`src/rtl/neu_pkg.sv`:
```
package neu_pkg;
  typedef enum logic [1:0] {
    OP_MAC = 2'd0,
    OP_ACT = 2'd1,
    OP_ERR = 2'd2,
    OP_UPD = 2'd3
  } neu_op_e;

  typedef enum logic [2:0] {
    ST_IDLE  = 3'd0,
    ST_M1GO  = 3'd1,
    ST_M1RUN = 3'd2,
    ST_M2GO  = 3'd3,
    ST_M2RUN = 3'd4,
    ST_FUNC  = 3'd5
  } neu_st_e;
endpackage

```
`src/rtl/neu_booth_mul.sv`:
```
module neu_booth_mul #(
  parameter int W = 8
) (
  input  logic                  clk,
  input  logic                  rst_n,
  input  logic                  start,
  input  logic [W-1:0]          mcand,
  input  logic [W-1:0]          mplier,
  output logic                  busy,
  output logic signed [2*W-1:0] prod
);
  localparam int CW = $clog2(W + 1);

  logic [W:0]    acc_q, acc_d;
  logic [W-1:0]  q_q, q_d;
  logic          qm1_q, qm1_d;
  logic [W-1:0]  m_q, m_d;
  logic [CW-1:0] cnt_q, cnt_d;
  logic [W:0]    alu_res;
  logic [W:0]    m_ext;

  assign m_ext = {m_q[W-1], m_q};
  assign busy  = (cnt_q != '0);
  assign prod  = $signed({acc_q[W-1:0], q_q});

  // shared add/subtract step chosen by the Booth pair
  always_comb begin
    case ({q_q[0], qm1_q})
      2'b01:   alu_res = acc_q + m_ext;
      2'b10:   alu_res = acc_q - m_ext;
      default: alu_res = acc_q;
    endcase
  end

  always_comb begin
    acc_d = acc_q;
    q_d   = q_q;
    qm1_d = qm1_q;
    m_d   = m_q;
    cnt_d = cnt_q;
    if (start) begin
      acc_d = '0;
      q_d   = mplier;
      qm1_d = 1'b0;
      m_d   = mcand;
      cnt_d = CW'(W);
    end else if (busy) begin
      acc_d = {alu_res[W], alu_res[W:1]};
      q_d   = {alu_res[0], q_q[W-1:1]};
      qm1_d = q_q[0];
      cnt_d = cnt_q - 1'b1;
    end
  end

  always_ff @(posedge clk or negedge rst_n) begin
    if (!rst_n) begin
      acc_q <= '0;
      q_q   <= '0;
      qm1_q <= 1'b0;
      m_q   <= '0;
      cnt_q <= '0;
    end else begin
      acc_q <= acc_d;
      q_q   <= q_d;
      qm1_q <= qm1_d;
      m_q   <= m_d;
      cnt_q <= cnt_d;
    end
  end

  // checker: length of each run measured independently of cnt_q
  logic [CW:0] run_len;
  always_ff @(posedge clk or negedge rst_n) begin
    if (!rst_n)     run_len <= '0;
    else if (start) run_len <= '0;
    else if (busy)  run_len <= run_len + 1'b1;
  end

  p_step_count_r4: assert property (@(posedge clk) disable iff (!rst_n)
    $fell(busy) |-> (run_len == (CW+1)'(W)));
endmodule

```
`src/rtl/neu_act_lut.sv`:
```
module neu_act_lut #(
  parameter int AW    = 6,
  parameter int DW    = 8,
  parameter int SLOPE = 4
) (
  input  logic [AW-1:0] idx,
  output logic [DW-1:0] val
);
  localparam int DEPTH = 2 ** AW;
  localparam int MID   = 2 ** (DW - 2);
  localparam int TOPV  = 2 ** (DW - 1) - 1;

  function automatic logic [DW-1:0] entry(input int g);
    int x;
    int v;
    x = (g >= DEPTH / 2) ? g - DEPTH : g;
    v = MID + SLOPE * x;
    if (v < 0)    v = 0;
    if (v > TOPV) v = TOPV;
    return DW'(v);
  endfunction

  logic [DW-1:0] tbl [DEPTH];

  for (genvar g = 0; g < DEPTH; g++) begin : g_ent
    assign tbl[g] = entry(g);
  end

  assign val = tbl[idx];
endmodule

```
`src/rtl/neuron_exec_unit.sv`:
```
module neuron_exec_unit
  import neu_pkg::*;
#(
  parameter int DW        = 8,
  parameter int SW        = 20,
  parameter int LUT_AW    = 6,
  parameter int ETA_SHIFT = 4,
  parameter int UPD_SHIFT = 4
) (
  input  logic          clk,
  input  logic          rst_n,
  input  logic          cmd_valid,
  input  logic [1:0]    cmd_op,
  input  logic [DW-1:0] state_in,
  input  logic [DW-1:0] weight_in,
  input  logic [DW-1:0] target_in,
  input  logic [DW-1:0] eta_in,
  output logic          busy,
  output logic          done,
  output logic [SW-1:0] sum_out,
  output logic [DW-1:0] state_out,
  output logic [DW-1:0] error_out,
  output logic [DW-1:0] weight_out
);
  localparam int PW = 2 * DW;
  localparam logic signed [PW:0] D_MAX = (PW+1)'((2 ** (DW - 1)) - 1);
  localparam logic signed [PW:0] D_MIN = -(PW+1)'(2 ** (DW - 1));

  // reset: asynchronous assert, synchronous release
  logic rst_meta, rst_q;
  always_ff @(posedge clk or negedge rst_n) begin
    if (!rst_n) begin
      rst_meta <= 1'b0;
      rst_q    <= 1'b0;
    end else begin
      rst_meta <= 1'b1;
      rst_q    <= rst_meta;
    end
  end

  function automatic logic [SW-1:0] sat_sum(input logic [SW:0] v);
    if (v[SW] != v[SW-1]) return v[SW] ? {1'b1, {(SW-1){1'b0}}} : {1'b0, {(SW-1){1'b1}}};
    return v[SW-1:0];
  endfunction

  function automatic logic [DW-1:0] sat_d(input logic signed [PW:0] v);
    if (v > D_MAX) return D_MAX[DW-1:0];
    if (v < D_MIN) return D_MIN[DW-1:0];
    return v[DW-1:0];
  endfunction

  neu_st_e st_q, st_d;
  neu_op_e op_q, op_d;
  logic [DW-1:0] si_q, si_d, w_q, w_d, tgt_q, tgt_d, eta_q, eta_d;
  logic [DW-1:0] sj_q, sj_d, ej_q, ej_d, wo_q, wo_d, mid_q, mid_d;
  logic [SW-1:0] sum_q, sum_d;
  logic          done_q, done_d;

  logic                 mul_go, mul_busy;
  logic [DW-1:0]        mul_a, mul_b;
  logic signed [PW-1:0] prod, prod_eta, prod_upd;
  logic [DW-1:0]        lut_val;
  logic [SW:0]          sum_wide;
  logic signed [PW:0]   diff_err, w_sum;

  neu_booth_mul #(.W(DW)) u_mul (
    .clk   (clk),
    .rst_n (rst_q),
    .start (mul_go),
    .mcand (mul_a),
    .mplier(mul_b),
    .busy  (mul_busy),
    .prod  (prod)
  );

  neu_act_lut #(.AW(LUT_AW), .DW(DW), .SLOPE(4)) u_lut (
    .idx(sum_q[SW-1 -: LUT_AW]),
    .val(lut_val)
  );

  assign prod_eta = prod >>> ETA_SHIFT;
  assign prod_upd = prod >>> UPD_SHIFT;
  assign sum_wide = {sum_q[SW-1], sum_q} + {{(SW+1-PW){prod[PW-1]}}, prod};
  assign diff_err = $signed({{(PW+1-DW){tgt_q[DW-1]}}, tgt_q})
                  - $signed({{(PW+1-DW){sj_q[DW-1]}}, sj_q});
  assign w_sum    = $signed({{(PW+1-DW){w_q[DW-1]}}, w_q})
                  + $signed({prod_upd[PW-1], prod_upd});

  always_comb begin
    st_d   = st_q;
    op_d   = op_q;
    si_d   = si_q;
    w_d    = w_q;
    tgt_d  = tgt_q;
    eta_d  = eta_q;
    sj_d   = sj_q;
    ej_d   = ej_q;
    wo_d   = wo_q;
    mid_d  = mid_q;
    sum_d  = sum_q;
    done_d = 1'b0;
    mul_go = 1'b0;
    mul_a  = si_q;
    mul_b  = w_q;
    case (st_q)
      ST_IDLE: if (cmd_valid) begin
        op_d  = neu_op_e'(cmd_op);
        si_d  = state_in;
        w_d   = weight_in;
        tgt_d = target_in;
        eta_d = eta_in;
        st_d  = (cmd_op == OP_MAC || cmd_op == OP_UPD) ? ST_M1GO : ST_FUNC;
      end
      ST_M1GO: begin
        mul_go = 1'b1;
        if (op_q == OP_UPD) begin
          mul_a = eta_q;
          mul_b = ej_q;
        end
        st_d = ST_M1RUN;
      end
      ST_M1RUN: if (!mul_busy) begin
        if (op_q == OP_MAC) begin
          sum_d  = sat_sum(sum_wide);
          done_d = 1'b1;
          st_d   = ST_IDLE;
        end else begin
          mid_d = sat_d($signed({prod_eta[PW-1], prod_eta}));
          st_d  = ST_M2GO;
        end
      end
      ST_M2GO: begin
        mul_go = 1'b1;
        mul_a  = mid_q;
        mul_b  = si_q;
        st_d   = ST_M2RUN;
      end
      ST_M2RUN: if (!mul_busy) begin
        wo_d   = sat_d(w_sum);
        done_d = 1'b1;
        st_d   = ST_IDLE;
      end
      ST_FUNC: begin
        if (op_q == OP_ACT) begin
          sj_d  = lut_val;
          sum_d = '0;
        end else begin
          ej_d = sat_d(diff_err);
        end
        done_d = 1'b1;
        st_d   = ST_IDLE;
      end
      default: st_d = ST_IDLE;
    endcase
  end

  always_ff @(posedge clk or negedge rst_q) begin
    if (!rst_q) begin
      st_q   <= ST_IDLE;
      op_q   <= OP_MAC;
      si_q   <= '0;
      w_q    <= '0;
      tgt_q  <= '0;
      eta_q  <= '0;
      sj_q   <= '0;
      ej_q   <= '0;
      wo_q   <= '0;
      mid_q  <= '0;
      sum_q  <= '0;
      done_q <= 1'b0;
    end else begin
      st_q   <= st_d;
      op_q   <= op_d;
      si_q   <= si_d;
      w_q    <= w_d;
      tgt_q  <= tgt_d;
      eta_q  <= eta_d;
      sj_q   <= sj_d;
      ej_q   <= ej_d;
      wo_q   <= wo_d;
      mid_q  <= mid_d;
      sum_q  <= sum_d;
      done_q <= done_d;
    end
  end

  assign busy       = (st_q != ST_IDLE);
  assign done       = done_q;
  assign sum_out    = sum_q;
  assign state_out  = sj_q;
  assign error_out  = ej_q;
  assign weight_out = wo_q;

  p_done_pulse_r8: assert property (@(posedge clk) disable iff (!rst_q)
    done |=> !done);
  p_idle_at_done_r8: assert property (@(posedge clk) disable iff (!rst_q)
    done |-> !busy);
  p_sum_only_on_done_r2: assert property (@(posedge clk) disable iff (!rst_q)
    !$stable(sum_q) |-> done);
  p_act_clears_r5: assert property (@(posedge clk) disable iff (!rst_q)
    (st_q == ST_FUNC && op_q == OP_ACT) |=> (sum_q == '0));
  p_state_nonneg_r5: assert property (@(posedge clk) disable iff (!rst_q)
    !sj_q[DW-1]);
endmodule

```
`config.mk`:
```
export PLATFORM = sky130hd
export DESIGN_NAME = neuron_exec_unit
export DESIGN_NICKNAME = d
export VERILOG_FILES = /design/src/rtl/neu_pkg.sv /design/src/rtl/neu_booth_mul.sv /design/src/rtl/neu_act_lut.sv /design/src/rtl/neuron_exec_unit.sv
export SDC_FILE = /design/constraint.sdc
export NUM_CORES = 1
export LEC_CHECK = 0
export CAP_MARGIN = 25
export CORE_ASPECT_RATIO = 0.5
export CORE_MARGIN = 8
export CORE_UTILIZATION = 45
export CTS_CLUSTER_SIZE = 12
export DETAILED_ROUTE_END_ITERATION = 16
export GPL_ROUTABILITY_DRIVEN = 0
export HOLD_SLACK_MARGIN = 0.12
export PLACE_DENSITY = 0.69
export RECOVER_POWER = 50
export SLEW_MARGIN = 20
export SYNTH_ARGS = -nofsm -noshare
export SYNTH_HDL_FRONTEND = slang
export SYNTH_SLANG_ARGS = --single-unit
```
`constraint.sdc`:
```
create_clock -name clk -period 3.3 [get_ports clk]
set_input_delay 0.66 -clock clk [delete_from_list [all_inputs] [get_ports clk]]
set_output_delay 0.66 -clock clk [all_outputs]
set_load 0.005 [all_outputs]
```
==> results.sh <==
export IMPL_reg2regPathDepth=11
export IMPL_postRouteAntennaNets=0
export IMPL_cp_data_arrival_time_ns=3.49
export IMPL_ios=83
export IMPL_io_buffers=81
export IMPL_setup_tns_ns=0
export IMPL_yosysUniqueCellTypes=61
export IMPL_min_period_ns=3.203
export IMPL_die_area_um2=21200
export IMPL_first_iter_violations=474
export IMPL_grt_pass1_vias=6175
export IMPL_die_h_um=107.0
export IMPL_synthMuxAreaShare=0.05670
export IMPL_avgSynthCellArea_um2=9.185
export IMPL_hpwl_um=14680
export IMPL_cp_end_kind="register"
export IMPL_root_buffer="clkbuf_16"
export IMPL_synth_seq_cells=119
export IMPL_cap_violations=0
export IMPL_cts_buffers=17
export IMPL_ir_drop_mv=0.5338
export IMPL_start_kind="register"
export IMPL_synth_compound_area_frac=0.1998
export IMPL_yosys_warnings=0
export IMPL_coreArea_um2=16310
export IMPL_finalSetupViolCount=0
export IMPL_rows=33
export IMPL_antenna_found_initial=0
export IMPL_drt_wl_total_um=20010
export IMPL_p_leak_nw=4.063
export IMPL_crit_path_frequent_cell="a21oi_2"
export IMPL_max_stage_delay_ns=0.54
export IMPL_cp_slowest_cell="or4b_4"
export IMPL_crit_path_cell_trace="ha_4 -> fa_2 -> a21oi_2 -> o211ai_1 -> nand3_1 -> a21oi_2 -> o311a_1 -> or4b_4 -> o211a_1 -> buf_4 -> a221o_1"
export IMPL_synthAdderAreaFrac=0.09629
export IMPL_power_mw=12.00
export IMPL_synthXorXnorAreaFrac=0.04815
export IMPL_synth_top_family_by_area="compound AO/OA/AOI/OAI gates"
export IMPL_drv_slew=0
export IMPL_synthToLayoutAreaGrowth_pct=24.14
export IMPL_hold_path_cell_count=0
export IMPL_fin_nets=995
export IMPL_hold_class="reg2reg"
export IMPL_clk_latency_ns=0.42
export IMPL_grt_pass1_wl_um=32350
export IMPL_htreeDepth=4
export IMPL_relSlewSlack=0.1827
export IMPL_period_share=0.9707
export IMPL_fp_dieW_um=198.1
export IMPL_drive_gt1_frac=0.1190
export IMPL_drc=0
export IMPL_r2r_slack_ns=0.1
export IMPL_initial_core_util=0.4573
export IMPL_grt_max_degree=89
export IMPL_synthSimpleGateAreaFrac=0.1577
export IMPL_worstPathRequired_ns=3.59
export IMPL_overflow=0
export IMPL_tightest_slew_ns=1.226
export IMPL_status="finished clean"
export IMPL_via_per_inst=5.589
export IMPL_r2r_end="sum_out[4]$_DFFE_PN0P_"
export IMPL_n_antenna_cell=0
export IMPL_fmax_mhz=312.2
export IMPL_path_max_fanout=11
export IMPL_p_per_area_nw_per_um2=1296
export IMPL_synth_seq_area_share=0.3993
export IMPL_wl_per_cell_um=17.50
export IMPL_track_usage=0.1895
export IMPL_synth_ff_type="dfrtp_1"
export IMPL_ys_async_sr_fraction=1.000
export IMPL_clockBufferDepth=2
export IMPL_syn_area_um2=7458
export IMPL_syn_inst=812
export IMPL_clock_skew_ns=0.01454
export IMPL_min_to="rst_q$_DFF_PN0_"
export IMPL_hold_viol_final=0
export IMPL_synth_edf_count=0
export IMPL_path_clk_slew_ns=0.07
export IMPL_cts_tree="built"
export IMPL_vias=6388
export IMPL_holdCritStartpoint="rst_meta$_DFF_PN0_"
export IMPL_rsz0062_at_grt="true"
export IMPL_cts_num_sinks=119
export IMPL_r2r_start="u_mul.q_q[0]$_DFFE_PN0P_"
export IMPL_crit_type="reg2reg"
export IMPL_utilization=0.5677
export IMPL_syn_num_nets=904
export IMPL_firstDrtPassIters=5
[state kept, by name (all words and copies together) (netlist names)]
signal and count:
sum_out 20, error_out 8, eta_q 8, mid_q 8
si_q 8, tgt_q 8, u_mul.acc_q 8, u_mul.m_q 8
u_mul.q_q 8, w_q 8, weight_out 8, state_out 6
u_mul.cnt_q 4, st_q 3, op_q 2, done 1
rst_meta 1, rst_q 1, u_mul.qm1_q 1
[power by group]
part	internal, mW	leakage, nW	switching, mW
registers	2.18	1.45	0.747
clock network	1.27	0.297	0.723
logic	3.39	2.32	3.70
[stage by stage]
stage	cells	hold WS (ns)	cell area, µm²	setup slack [ns]
2_1_floorplan	812	0.3311	7460	0.06042
3_3_place_gp	1108	0.2736	8605	0.07283
3_5_place_dp	1108	0.2810	8607	0.01131
4_1_cts	1140	0.2869	9236	0.01603
5_1_grt	1143	0.3806	9259	-0.04801
6_report	1143	0.3633	9259	0.09673
[kinds of logic after synthesis]
logic type                 after synthesis
buffers and inverters                   75
AOI/OAI and AO/OA                      230
xor gates and xnor gates                41
other                                    2
DFF                                    119
and+or+nand+nor                        252
muxes                                   38
adders and majority gates               55
[synth_stat cells, types with 13 or more instances]
cell type	instances	area (µm²)
nand3_1	22	110.1
inv_1	37	138.9
o21ai_0	53	265.3
nor2_1	55	206.5
ha_1	51	638.1
a21oi_1	71	355.3
a221o_1	18	180.2
mux2_2	34	382.9
o211ai_1	14	105.1
nor2b_1	13	81.33
xnor2_1	32	280.3
clkbuf_1	30	112.6
dfrtp_1	119	2978
nor3_1	14	70.07
a211oi_1	15	112.6
nand2_1	103	386.6
[worst max path at each step]
stage / startpoint / end / slack, ns
2_1_floorplan: sum_out[0]$_DFFE_PN0P_ / sum_out[11]$_DFFE_PN0P_ / 0.06
3_3_place_gp: sum_out[0]$_DFFE_PN0P_ / sum_out[10]$_DFFE_PN0P_ / 0.07
3_5_place_dp: sum_out[0]$_DFFE_PN0P_ / sum_out[2]$_DFFE_PN0P_ / 0.01
4_1_cts: u_mul.q_q[0]$_DFFE_PN0P_ / sum_out[4]$_DFFE_PN0P_ / 0.02
5_1_grt: sum_out[0]$_DFFE_PN0P_ / sum_out[2]$_DFFE_PN0P_ / -0.05
6_report: u_mul.q_q[0]$_DFFE_PN0P_ / sum_out[4]$_DFFE_PN0P_ / 0.1
[layer usage]
layer / global-route usage / wire length (µm) / up-vias
met5: 0 / 0 / -
met4: 0.05034 / 292 / 0
met3: 0.05127 / 1271 / 24
met2: 0.2838 / 8887 / 165
met1: 0.2668 / 9555 / 3101
li1: - / - / 3098
[critical path: cells and delay by family (launching register included)]
family	cells	cell delay (ns)
flip-flops	1	0.41
buffers and inverters	1	0.18
AND/OR/NAND/NOR	2	0.70
AO/OA/AOI/OAI	6	1.24
adder cells (fa/ha/maj)	2	0.55
[final cells by class]
cell class                      count  area [µm²]
Clock buffer                       18       429.2
Clock inverter                     14       200.2
Fill cell                        1451        7051
Inverter                           37       138.9
Multi-Input combinational cell    618        4208
Sequential cell                   119        2978
Tap cell                          227       284.0
Timing Repair Buffer              110        1021
[what timing repair did]
| action | 4_1_cts | 5_1_grt |
|---|---|---|
| pin swaps | 1 | 6 |
| endpoints found under the setup margin | 1 | 27 |
| buffers inserted | 0 | 3 |
| hold buffers | 0 | 0 |
| gates cloned | 0 | 0 |
| resized for setup | 0 | 8 |
[placed cells by master (no fill, tap or decap), types with 4 or more instances in the layout]
| cell type | instances |
|---|---|
| dfrtp_1 | 119 |
| o211ai_1 | 14 |
| or3_1 | 6 |
| nor3_1 | 14 |
| clkinv_4 | 4 |
| clkbuf_16 | 17 |
| nor2_1 | 53 |
| o31ai_1 | 4 |
| ha_1 | 50 |
| nand2_1 | 103 |
| a21oi_1 | 70 |
| o21a_1 | 4 |
| a21boi_0 | 4 |
| buf_4 | 26 |
| nand3_1 | 22 |
| clkdlybuf4s50_1 | 80 |
| o21ai_0 | 51 |
| a31oi_1 | 11 |
| a211oi_1 | 15 |
| a21o_1 | 6 |
| nand2b_1 | 8 |
| mux2i_1 | 4 |
| inv_1 | 37 |
| mux2_2 | 34 |
| a21oi_2 | 4 |
| a221o_1 | 18 |
| xor2_1 | 9 |
| nand3b_1 | 5 |
| o21bai_1 | 4 |
| xnor2_1 | 32 |
| bufinv_16 | 4 |
| nor2b_1 | 13 |
No activity file was read; power rests on OpenSTA's default activity.
